### config.mk
export PLATFORM = sky130hd
export DESIGN_NAME = dual_down_timer
export DESIGN_NICKNAME = d
export VERILOG_FILES = /design/src/rtl/dual_timer_pkg.sv /design/src/rtl/dt_prescaler.sv /design/src/rtl/dt_counter.sv /design/src/rtl/dual_down_timer.sv
export SDC_FILE = /design/constraint.sdc
export NUM_CORES = 1
export LEC_CHECK = 0
export ABC_AREA = 1
export BUFFER_PORTS_ARGS = -buffer_cell sky130_fd_sc_hd__buf_2
export CAP_MARGIN = 20
export CORE_MARGIN = 3
export CORE_UTILIZATION = 47
export CTS_BUF_LIST = sky130_fd_sc_hd__clkbuf_16
export DETAILED_ROUTE_END_ITERATION = 10
export PLACE_DENSITY = 0.67
export SLEW_MARGIN = 20
export SYNTH_ARGS = -nofsm -noshare
export SYNTH_HDL_FRONTEND = slang
export SYNTH_SLANG_ARGS = --single-unit
### constraint.sdc
create_clock -name clk -period 3.2 [get_ports clk]
set_input_delay 0.16 -clock clk [delete_from_list [all_inputs] [get_ports clk]]
set_output_delay 0.16 -clock clk [all_outputs]
set_load 0.01 [all_outputs]
### src/rtl/dual_timer_pkg.sv
// Package: register offsets and control-field positions shared by the
// dual timer. Assumes byte addressing with 32-bit registers.
package dual_timer_pkg;
    localparam int unsigned NUM_TMR = 2;

    localparam logic [7:0] OFS_CTRL   = 8'h00;
    localparam logic [7:0] OFS_STATUS = 8'h04;
    localparam logic [7:0] OFS_RLD_A  = 8'h10;
    localparam logic [7:0] OFS_CNT_A  = 8'h14;
    localparam logic [7:0] OFS_RLD_B  = 8'h18;
    localparam logic [7:0] OFS_CNT_B  = 8'h1C;

    // Control bit positions per timer (index 0 = timer A, 1 = timer B).
    function automatic int unsigned run_bit(input int unsigned t);
        return 2 * t;
    endfunction
    function automatic int unsigned rld_bit(input int unsigned t);
        return 2 * t + 1;
    endfunction
    function automatic int unsigned fix_bit(input int unsigned t);
        return 11 + t;
    endfunction
    function automatic int unsigned div_lsb(input int unsigned t);
        return 19 + 3 * t;
    endfunction
    // Status flag position per timer.
    function automatic int unsigned flag_bit(input int unsigned t);
        return 8 * t;
    endfunction
endpackage

### src/rtl/dt_prescaler.sv
// Module: dt_prescaler
// Free-running divider shared by both timers. For each timer it issues a
// one-cycle tick every 2^N clocks, where N is that timer's exponent.
// Assumes the exponent is at most 2^DIV_W - 1. The tick phase is set by reset.
module dt_prescaler #(
    parameter int unsigned DIV_W = 3,
    parameter int unsigned NT    = 2
) (
    input  logic                  clk,
    input  logic                  rst_n,
    input  logic [NT*DIV_W-1:0]   exp_n,
    output logic [NT-1:0]         tick
);
    localparam int unsigned PRE_W = (1 << DIV_W) - 1;

    logic [PRE_W-1:0] pre_q;

    // Purpose: advance the shared divider every clock.
    always_ff @(posedge clk) begin
        if (!rst_n) pre_q <= '0;
        else        pre_q <= pre_q + PRE_W'(1);
    end

    for (genvar t = 0; t < NT; t++) begin : g_tick
        logic [PRE_W-1:0] low_mask;
        // Purpose: mask of divider bits that must all be one for a tick.
        always_comb begin
            low_mask = PRE_W'((PRE_W+1)'(1) << exp_n[t*DIV_W +: DIV_W]) - PRE_W'(1);
            tick[t]  = &(pre_q | ~low_mask);
        end
    end
endmodule

### src/rtl/dt_counter.sv
// Module: dt_counter
// One down counter. A software load has priority over a tick. Expiry is a
// tick seen while the count is 0 and the counter is armed. After expiry the
// counter reloads if auto-reload is on; otherwise it disarms and holds 0.
// Assumes the caller qualifies 'tick' with the chosen tick source.
module dt_counter #(
    parameter int unsigned CNT_W = 32
) (
    input  logic             clk,
    input  logic             rst_n,
    input  logic             run,
    input  logic             auto_rld,
    input  logic             tick,
    input  logic             load_we,
    input  logic [CNT_W-1:0] load_val,
    input  logic [CNT_W-1:0] rld_val,
    output logic [CNT_W-1:0] count,
    output logic             expire
);
    logic [CNT_W-1:0] count_q;
    logic             armed_q;
    logic             step;

    // Purpose: qualify a tick that may move the counter this cycle.
    always_comb begin
        step   = run && tick && armed_q && !load_we;
        expire = step && (count_q == '0);
        count  = count_q;
    end

    // Purpose: count state and the one-shot arm bit.
    always_ff @(posedge clk) begin
        if (!rst_n) begin
            count_q <= '0;
            armed_q <= 1'b0;
        end else if (load_we) begin
            count_q <= load_val;
            armed_q <= 1'b1;
        end else if (expire) begin
            count_q <= auto_rld ? rld_val : '0;
            armed_q <= auto_rld;
        end else if (step) begin
            count_q <= count_q - CNT_W'(1);
        end
    end

    p_load_wins_r11: assert property (@(posedge clk) disable iff (!rst_n)
        load_we |=> count_q == $past(load_val));
    p_frozen_when_off_r8: assert property (@(posedge clk) disable iff (!rst_n)
        (!run && !load_we) |=> $stable(count_q));
    p_step_down_r2: assert property (@(posedge clk) disable iff (!rst_n)
        (run && tick && armed_q && !load_we && count_q != '0) |=> count_q == $past(count_q) - CNT_W'(1));
    p_oneshot_hold_r3: assert property (@(posedge clk) disable iff (!rst_n)
        (!armed_q && !load_we) |=> $stable(count_q));
endmodule

### src/rtl/dual_down_timer.sv
// Module: dual_down_timer (top)
// Two reloadable down counters behind a simple register port. It decodes
// the registers, selects each tick source and keeps the sticky flags and the
// interrupts. Assumes a single-cycle write strobe and a combinational read.
module dual_down_timer #(
    parameter int unsigned CNT_W  = 32,
    parameter int unsigned DIV_W  = 3,
    parameter int unsigned ADDR_W = 8
) (
    input  logic              clk,
    input  logic              rst_n,
    input  logic [ADDR_W-1:0] bus_addr,
    input  logic              bus_we,
    input  logic [31:0]       bus_wdata,
    output logic [31:0]       bus_rdata,
    input  logic              fixed_tick,
    output logic [1:0]        irq
);
    import dual_timer_pkg::*;

    localparam int unsigned NT = NUM_TMR;

    logic [31:0]          ctrl_q;
    logic [31:0]          ctrl_mask;
    logic [NT-1:0]        flag_q;
    logic [NT-1:0]        flag_keep;
    logic [NT-1:0]        expire;
    logic [NT-1:0]        pre_tick;
    logic [NT*DIV_W-1:0]  exp_n;
    logic [CNT_W-1:0]     rld_q [NT];
    logic [CNT_W-1:0]     cnt   [NT];
    logic                 wr_ctrl, wr_sts;
    logic [31:0]          sts_view;

    // Purpose: decode the writes to the control and status registers.
    always_comb begin
        wr_ctrl = bus_we && (bus_addr == ADDR_W'(OFS_CTRL));
        wr_sts  = bus_we && (bus_addr == ADDR_W'(OFS_STATUS));
    end

    // Purpose: bits of the control register that hold storage.
    always_comb begin
        ctrl_mask = '0;
        for (int t = 0; t < NT; t++) begin
            ctrl_mask[run_bit(t)] = 1'b1;
            ctrl_mask[rld_bit(t)] = 1'b1;
            ctrl_mask[fix_bit(t)] = 1'b1;
            for (int b = 0; b < DIV_W; b++) ctrl_mask[div_lsb(t) + b] = 1'b1;
        end
    end

    // Purpose: control register storage.
    always_ff @(posedge clk) begin
        if (!rst_n)       ctrl_q <= '0;
        else if (wr_ctrl) ctrl_q <= bus_wdata & ctrl_mask;
    end

    dt_prescaler #(.DIV_W(DIV_W), .NT(NT)) u_pre (
        .clk   (clk),
        .rst_n (rst_n),
        .exp_n (exp_n),
        .tick  (pre_tick)
    );

    for (genvar t = 0; t < NT; t++) begin : g_tmr
        localparam logic [7:0] RLD_OFS = (t == 0) ? OFS_RLD_A : OFS_RLD_B;
        localparam logic [7:0] CNT_OFS = (t == 0) ? OFS_CNT_A : OFS_CNT_B;
        logic wr_rld, wr_cnt, tick_sel, run;

        // Purpose: per-timer write decode, tick source and run bit.
        always_comb begin
            wr_rld   = bus_we && (bus_addr == ADDR_W'(RLD_OFS));
            wr_cnt   = bus_we && (bus_addr == ADDR_W'(CNT_OFS));
            run      = ctrl_q[run_bit(t)];
            tick_sel = ctrl_q[fix_bit(t)] ? fixed_tick : pre_tick[t];
            exp_n[t*DIV_W +: DIV_W] = ctrl_q[div_lsb(t) +: DIV_W];
            flag_keep[t] = wr_sts ? bus_wdata[flag_bit(t)] : 1'b1;
            irq[t]   = flag_q[t] && run;
        end

        // Purpose: reload register storage.
        always_ff @(posedge clk) begin
            if (!rst_n)      rld_q[t] <= '0;
            else if (wr_rld) rld_q[t] <= bus_wdata[CNT_W-1:0];
        end

        // Purpose: sticky flag; a set from expiry beats a clear from software.
        always_ff @(posedge clk) begin
            if (!rst_n) flag_q[t] <= 1'b0;
            else        flag_q[t] <= (flag_q[t] && flag_keep[t]) || expire[t];
        end

        dt_counter #(.CNT_W(CNT_W)) u_cnt (
            .clk      (clk),
            .rst_n    (rst_n),
            .run      (run),
            .auto_rld (ctrl_q[rld_bit(t)]),
            .tick     (tick_sel),
            .load_we  (wr_cnt),
            .load_val (bus_wdata[CNT_W-1:0]),
            .rld_val  (rld_q[t]),
            .count    (cnt[t]),
            .expire   (expire[t])
        );

        p_ack_clears_r6: assert property (@(posedge clk) disable iff (!rst_n)
            (wr_sts && !bus_wdata[flag_bit(t)] && !expire[t]) |=> !flag_q[t]);
        p_expiry_sets_r12: assert property (@(posedge clk) disable iff (!rst_n)
            expire[t] |=> flag_q[t]);
        p_ack_keeps_r6: assert property (@(posedge clk) disable iff (!rst_n)
            (wr_sts && bus_wdata[flag_bit(t)] && flag_q[t]) |=> flag_q[t]);
    end

    // Purpose: status view with flags at their register positions.
    always_comb begin
        sts_view = '0;
        for (int t = 0; t < NT; t++) sts_view[flag_bit(t)] = flag_q[t];
    end

    // Purpose: combinational read multiplexer.
    always_comb begin
        case (bus_addr)
            ADDR_W'(OFS_CTRL):   bus_rdata = ctrl_q;
            ADDR_W'(OFS_STATUS): bus_rdata = sts_view;
            ADDR_W'(OFS_RLD_A):  bus_rdata = 32'(rld_q[0]);
            ADDR_W'(OFS_CNT_A):  bus_rdata = 32'(cnt[0]);
            ADDR_W'(OFS_RLD_B):  bus_rdata = 32'(rld_q[1]);
            ADDR_W'(OFS_CNT_B):  bus_rdata = 32'(cnt[1]);
            default:             bus_rdata = '0;
        endcase
    end
endmodule

=== Word-level counts from Yosys, hierarchy flattened ===
Memory sizes are Yosys's and may differ from the RTL's.
Index checks and enable logic that the tools add are counted.

* Register bits: 87
* Memory bits (writable): 64
* Bits of input ports: 44
* Output and inout port bits: 34
* Word-level logic and storage cells: 84
* Memories: 1

{| class="wikitable"
|+ Memory list
! name !! depth !! bits a word !! rd ports !! clocked after Yosys merged registers in !! wr ports !! RTL line !! text
|-
| rld_q || 2 || 32 || 2 || 0 || 2 || dual_down_timer.sv:30 || <nowiki>logic [CNT_W-1:0] rld_q [NT];</nowiki>
|}

* Add/sub/neg operators: 5
* Equal/unequal tests: 5
* Shift-type cells: 2
* Multiplexer cells: 26
* Bitwise gates (word level): 6
* Reduce and logical (&&, ||, !) cells: 31

{| class="wikitable"
|+ Operator list
! kind !! count
|-
| $mux W32 || 10
|-
| $pmux W32 S6 || 1
|-
| $logic_not A32 Y1 || 2
|-
| $sub A32 B1 Y32 const B || 2
|-
| $eq A8 B5 Y1 const B || 4
|-
| $logic_and A1 B1 Y1 || 18
|-
| $mux W1 || 15
|-
| $not A7 Y7 || 2
|-
| $or A7 B7 Y7 || 2
|-
| $reduce_and A7 Y1 || 2
|-
| $shl A1 B3 Y7 const A || 2
|-
| $sub A7 B2 Y7 const B || 2
|-
| $eq A8 B3 Y1 const B || 1
|-
| $logic_not A8 Y1 || 1
|-
| $add A7 B1 Y7 const B || 1
|-
| $reduce_bool A3 Y1 || 2
|-
| $reduce_bool A2 Y1 || 2
|-
| $logic_not A1 Y1 || 2
|-
| $logic_or A1 B1 Y1 || 2
|-
| $or A1 B1 Y1 || 2
|}

=== Longest topological paths before layout ===
Gate-level depths: netlist (run 1).

* Depth after elaboration: 12
* Depth in mapped cells: 17
* Depth with buffers taken out: 15

=== By module ===
Synthesis (run 1) repeated with hierarchy kept, for this count alone.

* Cells, all modules: 1637
* Area, all modules: 10593.9 um2

{| class="wikitable"
|+ Modules (own cells, without submodules)
! module !! instances !! cells an instance !! area each (um2) !! seq. area each (um2)
|-
| dt_counter || 2 || 534 || 2987.9 || 660.6
|-
| dual_down_timer || 1 || 499 || 4187.8 || 2202.1
|-
| dt_prescaler || 1 || 70 || 430.4 || 140.1
|}

=== Worst setup path after synthesis (run 1) ===
No wires, ideal clock.

* Path kind: input -> register
* Start: input port bus_addr[1]
* End: memory rld_q[0][0] (enable)
* Setup time: 466 ps
* Data arrival time: 2925 ps
* Required time: 2734 ps
* Slack: -191 ps
* Stages on the path: 5
* Path buffers: 0
* Cells stage by stage: nor2_1 > inv_1 > nor3_1 > nand2_1 > o21ai_0

{| class="wikitable"
|+ RTL lines
! element !! RTL line !! text
|-
| from (decl) || dual_down_timer.sv:12 || <nowiki>input logic [ADDR_W-1:0] bus_addr,</nowiki>
|-
| to (decl) || dual_down_timer.sv:30 ||
|}

=== Worst setup path in the final report (run 1) ===
* Start: register ctrl_q[21]
* End: register g_tmr[0].u_cnt.count_q[16]

* Cells in the longest elaborated chain, start to end: 12
* Elaborated cells between the ends (all ways): 13
* Classes of those cells: add/sub (1); shift (1); mux (3); bitwise (2); reduce/logical (6)

{| class="wikitable"
|+ RTL lines
! element !! RTL line !! text
|-
| from (decl) || dual_down_timer.sv:23 || <nowiki>logic [31:0] ctrl_q;</nowiki>
|-
| from (signal assigned) || dual_down_timer.sv:55 || <nowiki>else if (wr_ctrl) ctrl_q <= bus_wdata & ctrl_mask;</nowiki>
|-
| $shl A1 B3 Y7 * || dt_prescaler.sv:28 || <nowiki>low_mask = PRE_W'((PRE_W+1)'(1) << exp_n[t*DIV_W +: DIV_W]) - PRE_W'(1);</nowiki>
|-
| $sub A7 B2 Y7 * || dt_prescaler.sv:28 ||
|-
| $not A7 Y7 * || dt_prescaler.sv:29 || <nowiki>tick[t] = &(pre_q | ~low_mask);</nowiki>
|-
| $or A7 B7 Y7 * || dt_prescaler.sv:29 ||
|-
| $reduce_and A7 Y1 * || dt_prescaler.sv:29 ||
|-
| $mux W1 * || dual_down_timer.sv:75 || <nowiki>tick_sel = ctrl_q[fix_bit(t)] ? fixed_tick : pre_tick[t];</nowiki>
|-
| $logic_and A1 B1 Y1 * (3 in series) || dt_counter.sv:26 || <nowiki>step = run && tick && armed_q && !load_we;</nowiki>
|-
| $logic_and A1 B1 Y1 || dt_counter.sv:27 || <nowiki>expire = step && (count_q == '0);</nowiki>
|-
| $mux W32 || dt_counter.sv:39 || <nowiki>end else if (expire) begin</nowiki>
|-
| $mux W32 || dt_counter.sv:36 || <nowiki>end else if (load_we) begin</nowiki>
|-
| to (signal assigned) || dt_counter.sv:37 || <nowiki>count_q <= load_val;</nowiki>
|-
| to (signal assigned) || dt_counter.sv:40 || <nowiki>count_q <= auto_rld ? rld_val : '0;</nowiki>
|-
| to (signal assigned) || dt_counter.sv:43 || <nowiki>count_q <= count_q - CNT_W'(1);</nowiki>
|-
| to (decl) || dt_counter.sv:20 || <nowiki>logic [CNT_W-1:0] count_q;</nowiki>
|}

Mark *: on every way between the ends. The rest lies on a longest branch, timed or not.
A chain may end at the register's enable or synchronous reset.

==> results of run 1 <==
[area by class of cell]
type,instances,share of cell area
multi-input cells,1077,0.474
inverters,178,0.0600
clock buffers,17,0.0382
well taps,270,0.0304
clock inverters,15,0.0146
repair buffers,102,0.0537
flip-flops and latches,151,0.329
[stage by stage]
stage	utilization	hold WS [ns]
3_5_place_dp	0.514	0.466
4_1_cts	0.543	0.0293
2_1_floorplan	-	0.328
5_1_grt	0.543	0.0707
3_3_place_gp	0.514	0.462
6_report	0.543	0.0416
[power by group through the flow]
stage	registers [mW]	clock network, mW	logic (mW)
final	2.09	2.09	0.240
after global placement	2.13	0	0.233
after detailed placement	2.13	0	0.234
after floorplan	2.11	0	0.118
after global routing	2.09	2.16	0.255
after CTS	2.09	2.09	0.235
[registers in the layout, indices dropped and copies added (netlist names)]
| name | count |
|---|---|
| rld_q | 64 |
| ctrl_q | 12 |
| u_pre.pre_q | 7 |
| g_tmr.u_cnt.count | 64 |
| g_tmr.u_cnt.armed_q | 2 |
| flag_q | 2 |
[how the worst min path moves through the flow]
stage	start	end	cells after the start	slack, ns
after global routing	bus_wdata[9]	g_tmr[0].u_cnt.count[9]	5	0.07
after detailed placement	g_tmr[0].u_cnt.armed_q	g_tmr[0].u_cnt.armed_q	2	0.47
final	bus_wdata[9]	g_tmr[0].u_cnt.count[9]	5	0.04
after global placement	g_tmr[1].u_cnt.armed_q	g_tmr[1].u_cnt.armed_q	2	0.46
after floorplan	bus_wdata[0]	ctrl_q[0]	2	0.33
after CTS	bus_wdata[9]	g_tmr[0].u_cnt.count[9]	5	0.03
[layout by cell type, fill, tap and decap left out, types with 8 or more instances in the layout]
cell type	synthesis	layout
a22oi_1	9	9
inv_1	168	169
edfxtp_1	64	64
clkbuf_16	0	17
inv_2	7	8
o211ai_1	10	10
buf_2	19	77
xor2_1	41	41
dfxtp_1	87	87
nor2_2	12	12
buf_4	4	23
o2111ai_1	22	22
o21ai_0	52	50
a21oi_1	102	102
nand2_1	360	360
nor3_1	15	14
nor2_1	225	225
nand3_1	126	126
nand4_1	44	44
[logic make-up (layout without fill, tap and decap cells)]
family | count (synthesis) | in the layout | share of synthesized area
flops | 151 | 151 | 0.370
xor+xnor | 48 | 48 | 0.0424
simple gates | 808 | 808 | 0.353
fa+ha+maj | 5 | 5 | 0.00631
buf+inv | 249 | 312 | 0.101
compound gates | 216 | 216 | 0.127
[worst register-to-register path: cells and delay by family, from the launching register on]
family | cells | cell delay (ns)
AO/OA/AOI/OAI | 2 | 0.35
AND/OR/NAND/NOR | 9 | 1.03
flip-flops | 1 | 0.50
adder cells (fa/ha/maj) | 1 | 0.25
buffers and inverters | 3 | 0.49
[layer usage]
metal  up-vias  global-route usage  routed length, um
met5         -                   0                  0
met1      4872               0.426              14600
met2       590               0.531              17400
met3        90              0.0560               3440
met4         0               0.113               1300
li1       4923                   -                  -
[cells in the mapped netlist (all sizes together) (5+ instances only)]
cell     number  share of area
xnor2         7         0.0062
nand4        44          0.028
clkbuf       41          0.016
nand2       366           0.14
nand3       128          0.067
ha            5         0.0063
dfxtp        87           0.18
nor2        242           0.10
o211ai       10         0.0076
nor3         17         0.0096
xor2         41          0.036
a22oi         9         0.0068
o2111ai      22          0.019
inv         175          0.066
edfxtp       64           0.19
o21ai        61          0.032
buf          30          0.018
a21oi       103          0.052
==> flow_metrics.tcl, run 1 <==
set metrics [dict create \
    grt_max_degree 38 \
    htree_num_levels 4 \
    cp_cell_sequence "inv_2 > nand3_1 > ha_1 > nand4_1 > nand2_1 > inv_1 > nand2_1 > nand2_1 > o21ai_2 > nand2_1 > buf_4 > nand3_1 > o21ai_0 > nor2_1 > nor2_1" \
    track_usage 0.322 \
    postPlaceCellArea_mm2 0.0105 \
    switching_share 0.248 \
    nFillCells 2056 \
    finalInstanceArea_mm2 0.0111 \
    crit_fanout 22 \
    leakagePower_nw 5.03 \
    p_seq_frac 0.473 \
    area_growth_pct 12.3 \
    drtIter0Drc 1155 \
    dp_cells 1778 \
    syn_inst 1477 \
    cp-startpoint "ctrl_q[21]" \
    arrival_ns 3.06 \
    r2r_start "ctrl_q[21]" \
    portBuffers 77 \
    antenna_found_initial 0 \
    register_area_mm2 0.00366 \
    worst_slew_pin_slew_ns 0.949 \
    comb_power_share 0.054 \
    viasPerCell 5.79 \
    post_drt_wl_per_cell_um 20.3 \
    core.rowCount 52 \
    synth.cell_area_mm2 0.00991 \
    ir_worst_vdd_mv 0.348 \
    stdcell_count 1810 \
    ant_nets 0 \
    setup_viol 0 \
    crit_family "simple AND/OR/NAND/NOR gates" \
    synth_fp_nets 1526 \
    drtPass1Iterations 5 \
    critPathMaxStageDelay_ns 0.50 \
    reg2regPathDepth 15 \
    hold_violations 0 \
    synthDistinctLibCells 42 \
    grt_pass1_wl_mm 55.0 \
    cts_hold_buf 0 \
    setup_ws_ns 0.456 \
    holdCritPathClass "primary input to flip-flop" \
    ys_seq_elements 151 \
    fin_nets 1576 \
    status "complete, no violations" \
    maxCapViolations 0 \
    synth_warnings 0 \
    avgSynthCellArea_um2 6.71 \
    multi_input_area_mm2 0.00528 \
    grt_overflow 0 \
    report.final.slew_viol_count 0 \
    synth_ff_type "dfxtp_1" \
    p_total_mw 4.42 \
    start_util 0.483 \
    crit_required_ns 3.52 \
    cp.depth 15 \
    setup.worst_path.end_class "flip-flop" \
    crit_top_cell "nand2_1" \
    dp_slack_ns 0.554 \
    period_share 0.857 \
    routed-via-count 10500 \
    p_int_mw 3.33 \
    crit_path_start_kind "flip-flop" \
    hpwl_mm 27.0 \
    synth_edf_count 64 \
    timing.slew.headroom 0.366 \
    power_switching_mw 1.10 \
    die_h_um 151 \
    antenna_cells 0 \
    die_x_um 151 \
    cp_slowest_cell "dfxtp_1" \
    grt_pass1_vias 9395 \
    power_density_mw_per_mm2 397 \
    worst-path-buf-inv 3 \
    fin_tns_setup_ns 0 \
    finClkSkew_ns 0.00771 \
    gp_congestion 1.02 \
    dieArea_mm2 0.0229 \
    cts_tree "built" \
    post_cts_buffers 0 \
    wl_mm 36.7 \
    ioPinCount 78 \
    clockRootBuffer "clkbuf_16" \
    cts_buffers 17 \
    fin_crit_ns 2.74 \
    async_reset_ff_frac 0 \
    cts.sinks 151 \
    cp-endpoint "g_tmr[0].u_cnt.count[16]" \
    core_region_area_mm2 0.0205 \
    insertion_delay_ns 0.43 \
    clkPwrFrac 0.473 \
    clk_pin_slew_ns 0.07 \
    rsz0062_at_grt "false" \
    drive_gt1_frac 0.114 \
    max_clock_freq_mhz 364 \
    reg2reg_slack_ns 0.46 \
    ys_seq_area_frac 0.370 \
    criticalPathCategory "flip-flop to flip-flop" \
    route.detailed.drc 0 \
    cts_resized 0 \
    r2r-end "g_tmr[0].u_cnt.count[16]" \
    cts.path.max_buffers 2 \
]
(Power assumes the default switching activity.)
==> inputs of run 2 (changes only) <==
--- a/constraint.sdc
+++ b/constraint.sdc
@@ -3,2 +3,2 @@
 set_output_delay 0.16 -clock clk [all_outputs]
-set_load 0.01 [all_outputs]
+set_load 0.1 [all_outputs]
==> flow_metrics.tcl, run 2 (synthesized netlist as in run 1, its figures left out) <==
set metrics [dict create \
    p_total_mw 4.65 \
    wl_met1_mm 14.2 \
    post_cts_buffers 0 \
    holdCritPathClass "primary input to flip-flop" \
    gp_congestion 0.979 \
    hold_violations 0 \
    rsz0062_at_grt "false" \
    antenna_found_initial 0 \
    routed-via-count 10600 \
    period_share 0.905 \
    drive_gt1_frac 0.115 \
    fin_tns_setup_ns 0 \
    postPlaceCellArea_mm2 0.0105 \
    setup_viol 0 \
    drtIter0Drc 1444 \
    drtPass1Iterations 6 \
    dr_wl_met2_mm 17.0 \
    core.rowCount 52 \
    ant_nets 0 \
    arrival_ns 3.19 \
    insertion_delay_ns 0.43 \
    wl_met3_mm 3.90 \
    cts.path.max_buffers 2 \
    grt_overflow 0 \
    finClkSkew_ns 0.00892 \
    dp_slack_ns 0.445 \
    hold_depth 5 \
    grt_pass1_vias 9998 \
    maxCapViolations 0 \
    htree_num_levels 4 \
    clk_pin_slew_ns 0.06 \
    core_region_area_mm2 0.0205 \
    fin_crit_ns 2.90 \
    finalInstanceArea_mm2 0.0112 \
    dp_cells 1780 \
    viasPerCell 5.85 \
    antenna_cells 0 \
    status "complete, no violations" \
    portBuffers 77 \
    grt_max_degree 39 \
    cts_buffers 17 \
    power_density_mw_per_mm2 415 \
    criticalPathCategory "flip-flop to flip-flop" \
    cts_resized 0 \
    setup_ws_ns 0.304 \
    area_growth_pct 13.1 \
    reg2regPathDepth 14 \
    crit_required_ns 3.49 \
    final_common_cell "nand2_1" \
    die_x_um 151 \
    grt_pass1_wl_mm 56.0 \
    crit_fanout 24 \
    whs_ns 0.0721 \
    cts_tree "built" \
    dieArea_mm2 0.0229 \
    setup.worst_path.end_class "flip-flop" \
    stdcell_count 1812 \
    dr.max_layer_used "met4" \
    crit_path_start_kind "flip-flop" \
    cts_hold_buf 0 \
    layout_common_cells "nand2_1, nor2_1, inv_1, nand3_1, a21oi_1" \
    ir_worst_vdd_mv 0.311 \
    report.final.slew_viol_count 0 \
    fin_util 0.547 \
    post_drt_wl_per_cell_um 20.4 \
    track_usage 0.324 \
    worst_slew_pin_slew_ns 0.771 \
    start_util 0.483 \
    max_clock_freq_mhz 345 \
    cts.sinks 151 \
    clockRootBuffer "clkbuf_16" \
    leakagePower_nw 5.08 \
    ioPinCount 78 \
    wl_mm 36.9 \
    fin_nets 1578 \
    die_h_um 151 \
    route.detailed.drc 0 \
    hpwl_mm 27.3 \
    timing.slew.headroom 0.483 \
]
==> run 2: worst paths after layout <==
check                          from                       end  slack (ns)
min                    bus_wdata[9]   g_tmr[0].u_cnt.count[9]        0.07
min reg2reg  g_tmr[0].u_cnt.armed_q    g_tmr[0].u_cnt.armed_q        0.49
max reg2reg              ctrl_q[24]  g_tmr[1].u_cnt.count[16]        0.30
max                      ctrl_q[24]  g_tmr[1].u_cnt.count[16]        0.30
==> run 2: where the power goes <==
group	internal (mW)	switching (mW)	total (mW)
clock	1.45	0.850	2.30
sequential	2.05	0.0413	2.09
combinational	0.0597	0.189	0.249
==> run 2: critical path, stage by stage, from the launching register on <==
cell and delay, ns:
dfxtp_1 0.51, inv_2 0.13, nand2_1 0.10, ha_1 0.25
nand4_1 0.12, nand2_1 0.08, inv_1 0.03, nand2_1 0.04
nand2_1 0.07, o21ai_2 0.34, nand2_2 0.44, nand2_1 0.34
o21ai_0 0.12, nor2_1 0.12, nor2_1 0.05
==> run 2: final cells by class <==
cell class | instances | area, um2
inverter | 178 | 668
clock inverter | 15 | 234
clock buffer | 17 | 425
multi-input combinational | 1077 | 5280
fill | 2058 | 9290
tap | 270 | 338
timing repair buffer | 104 | 601
sequential | 151 | 3660
==> run 2: routing by layer <==
layer | up-vias | GRT usage
li1 | 4938 | -
met1 | 4886 | 0.415
met2 | 646 | 0.526
met3 | 127 | 0.0664
met4 | 0 | 0.150
met5 | - | 0
==> inputs of run 3 (changes only) <==
CELL_PAD_IN_SITES_DETAIL_PLACEMENT = 1   (was default)
CELL_PAD_IN_SITES_GLOBAL_PLACEMENT = 1   (was default)
CORE_UTILIZATION = 40   (was 47)
PLACE_DENSITY = default   (was 0.67)
PLACE_DENSITY_LB_ADDON = 0.1   (was default)
==> flow_metrics.tcl, run 3 (synthesized netlist as in run 1, its figures left out) <==
set metrics [dict create \
    cp_cell_sequence "inv_1 > nand3_1 > ha_1 > nand4_1 > nand2_1 > inv_1 > nand2_1 > nand2_1 > o21ai_2 > nand3_4 > inv_2 > nand3_1 > a21oi_1" \
    fin_nets 1588 \
    gp_congestion 0.952 \
    wl_mm 42.3 \
    htree_num_levels 4 \
    holdCritPathClass "primary input to flip-flop" \
    crit_family "simple AND/OR/NAND/NOR gates" \
    finClkSkew_ns 0.00990 \
    layout_common_cells "nand2_1, nor2_1, inv_1, nand3_1, a21oi_1" \
    grt_pass1_wl_mm 64.9 \
    timing.slew.headroom 0.430 \
    fin_crit_ns 2.84 \
    die_h_um 163 \
    cts_hold_buf 0 \
    portBuffers 77 \
    leakagePower_nw 5.10 \
    max_clock_freq_mhz 352 \
    criticalPathCategory "flip-flop to flip-flop" \
    post_cts_buffers 0 \
    route.detailed.drc 0 \
    viasPerCell 5.71 \
    arrival_ns 3.21 \
    setup_viol 0 \
    core_region_area_mm2 0.0239 \
    clockRootBuffer "clkbuf_16" \
    cts_resized 0 \
    setup.worst_path.end_class "flip-flop" \
    cts_tree "built" \
    status "complete, no violations" \
    rsz0062_at_grt "false" \
    worst-path-buf-inv 3 \
    ant_nets 0 \
    crit_path_start_kind "flip-flop" \
    clk_pin_slew_ns 0.07 \
    cts.sinks 151 \
    nFillCells 3172 \
    crit_fanout 19 \
    drtPass1Iterations 5 \
    die_x_um 163 \
    crit_top_cell "nand2_1" \
    start_util 0.415 \
    ioPinCount 78 \
    fin_tns_setup_ns 0 \
    drtIter0Drc 919 \
    routed-via-count 10700 \
    dp_slack_ns 0.391 \
    post_drt_wl_per_cell_um 22.6 \
    cts.path.max_buffers 2 \
    grt_max_degree 39 \
    grt_pass1_vias 11000 \
    critPathMaxStageDelay_ns 0.49 \
    antenna_found_initial 0 \
    power_density_mw_per_mm2 396 \
    multi_input_area_mm2 0.00528 \
    maxCapViolations 0 \
    dieArea_mm2 0.0267 \
    grt_overflow 0 \
    ir_worst_vdd_mv 0.292 \
    setup_ws_ns 0.357 \
    drive_gt1_frac 0.120 \
    hpwl_mm 31.5 \
    worst_slew_pin_slew_ns 0.850 \
    area_growth_pct 14.4 \
    core.rowCount 56 \
    report.final.slew_viol_count 0 \
    hold_violations 0 \
    antenna_cells 0 \
    insertion_delay_ns 0.44 \
    cp_slowest_cell "dfxtp_1" \
    period_share 0.889 \
    final_common_cell "nand2_1" \
    cts_buffers 17 \
    track_usage 0.321 \
    crit_required_ns 3.57 \
    register_area_mm2 0.00366 \
]
## run 3: cell types whose count changed in the layout (fill, tap and decap cells not counted), sizes merged
cell,change
buf,+10
clkinv,+2
bufinv,-3
inv,+1
## run 3: layer usage
metal / up-vias / share of wire / track usage
li1: 4955 / - / -
met1: 5289 / 0.43 / 0.412
met2: 352 / 0.48 / 0.542
met3: 94 / 0.048 / 0.0363
met4: 0 / 0.044 / 0.149
met5: - / 0 / 0
## run 3: metrics by stage
stage	std cells	hold WS, ns	utilization	cell area (um2)	power, mW
finish	1871	0.0665	0.474	11300	4.48
global route	1871	0.0850	0.474	11300	4.60
CTS	1871	0.0469	0.474	11300	4.50
detailed placement	1839	0.485	0.449	10700	2.39
global placement	1839	0.461	0.449	10700	2.38
floorplan	1477	0.328	-	9910	2.24
## run 3: tightest hold or removal path: stages
cell and delay, ns:
buf_2 0.09, nand2_1 0.06, nand3_1 0.08, nand2_1 0.05, inv_1 0.04
## run 3: final timing paths
path                     startpoint                 endpoint  slack [ns]  cells after the start
max                      ctrl_q[23]  g_tmr[1].u_cnt.count[2]        0.36                     13
min                    bus_wdata[9]  g_tmr[0].u_cnt.count[9]        0.07                      5
max reg2reg              ctrl_q[23]  g_tmr[1].u_cnt.count[2]        0.36                     13
min reg2reg  g_tmr[1].u_cnt.armed_q   g_tmr[1].u_cnt.armed_q        0.49                      2
## run 3: layout make-up
| type | instances | share of cell area |
|---|---|---|
| timing repair buffer | 114 | 0.0636 |
| clock inverter | 15 | 0.0158 |
| sequential | 151 | 0.323 |
| inverter | 178 | 0.0590 |
| multi-input combinational | 1077 | 0.466 |
| clock buffer | 17 | 0.0375 |
| tap | 319 | 0.0352 |
## run 3: where the power goes
group          switching (mW)  internal (mW)  leakage [nW]
Clock                   0.900           1.23         0.288
Combinational           0.198         0.0620          3.50
Sequential             0.0394           2.05          1.31
Total                    1.14           3.35          5.10
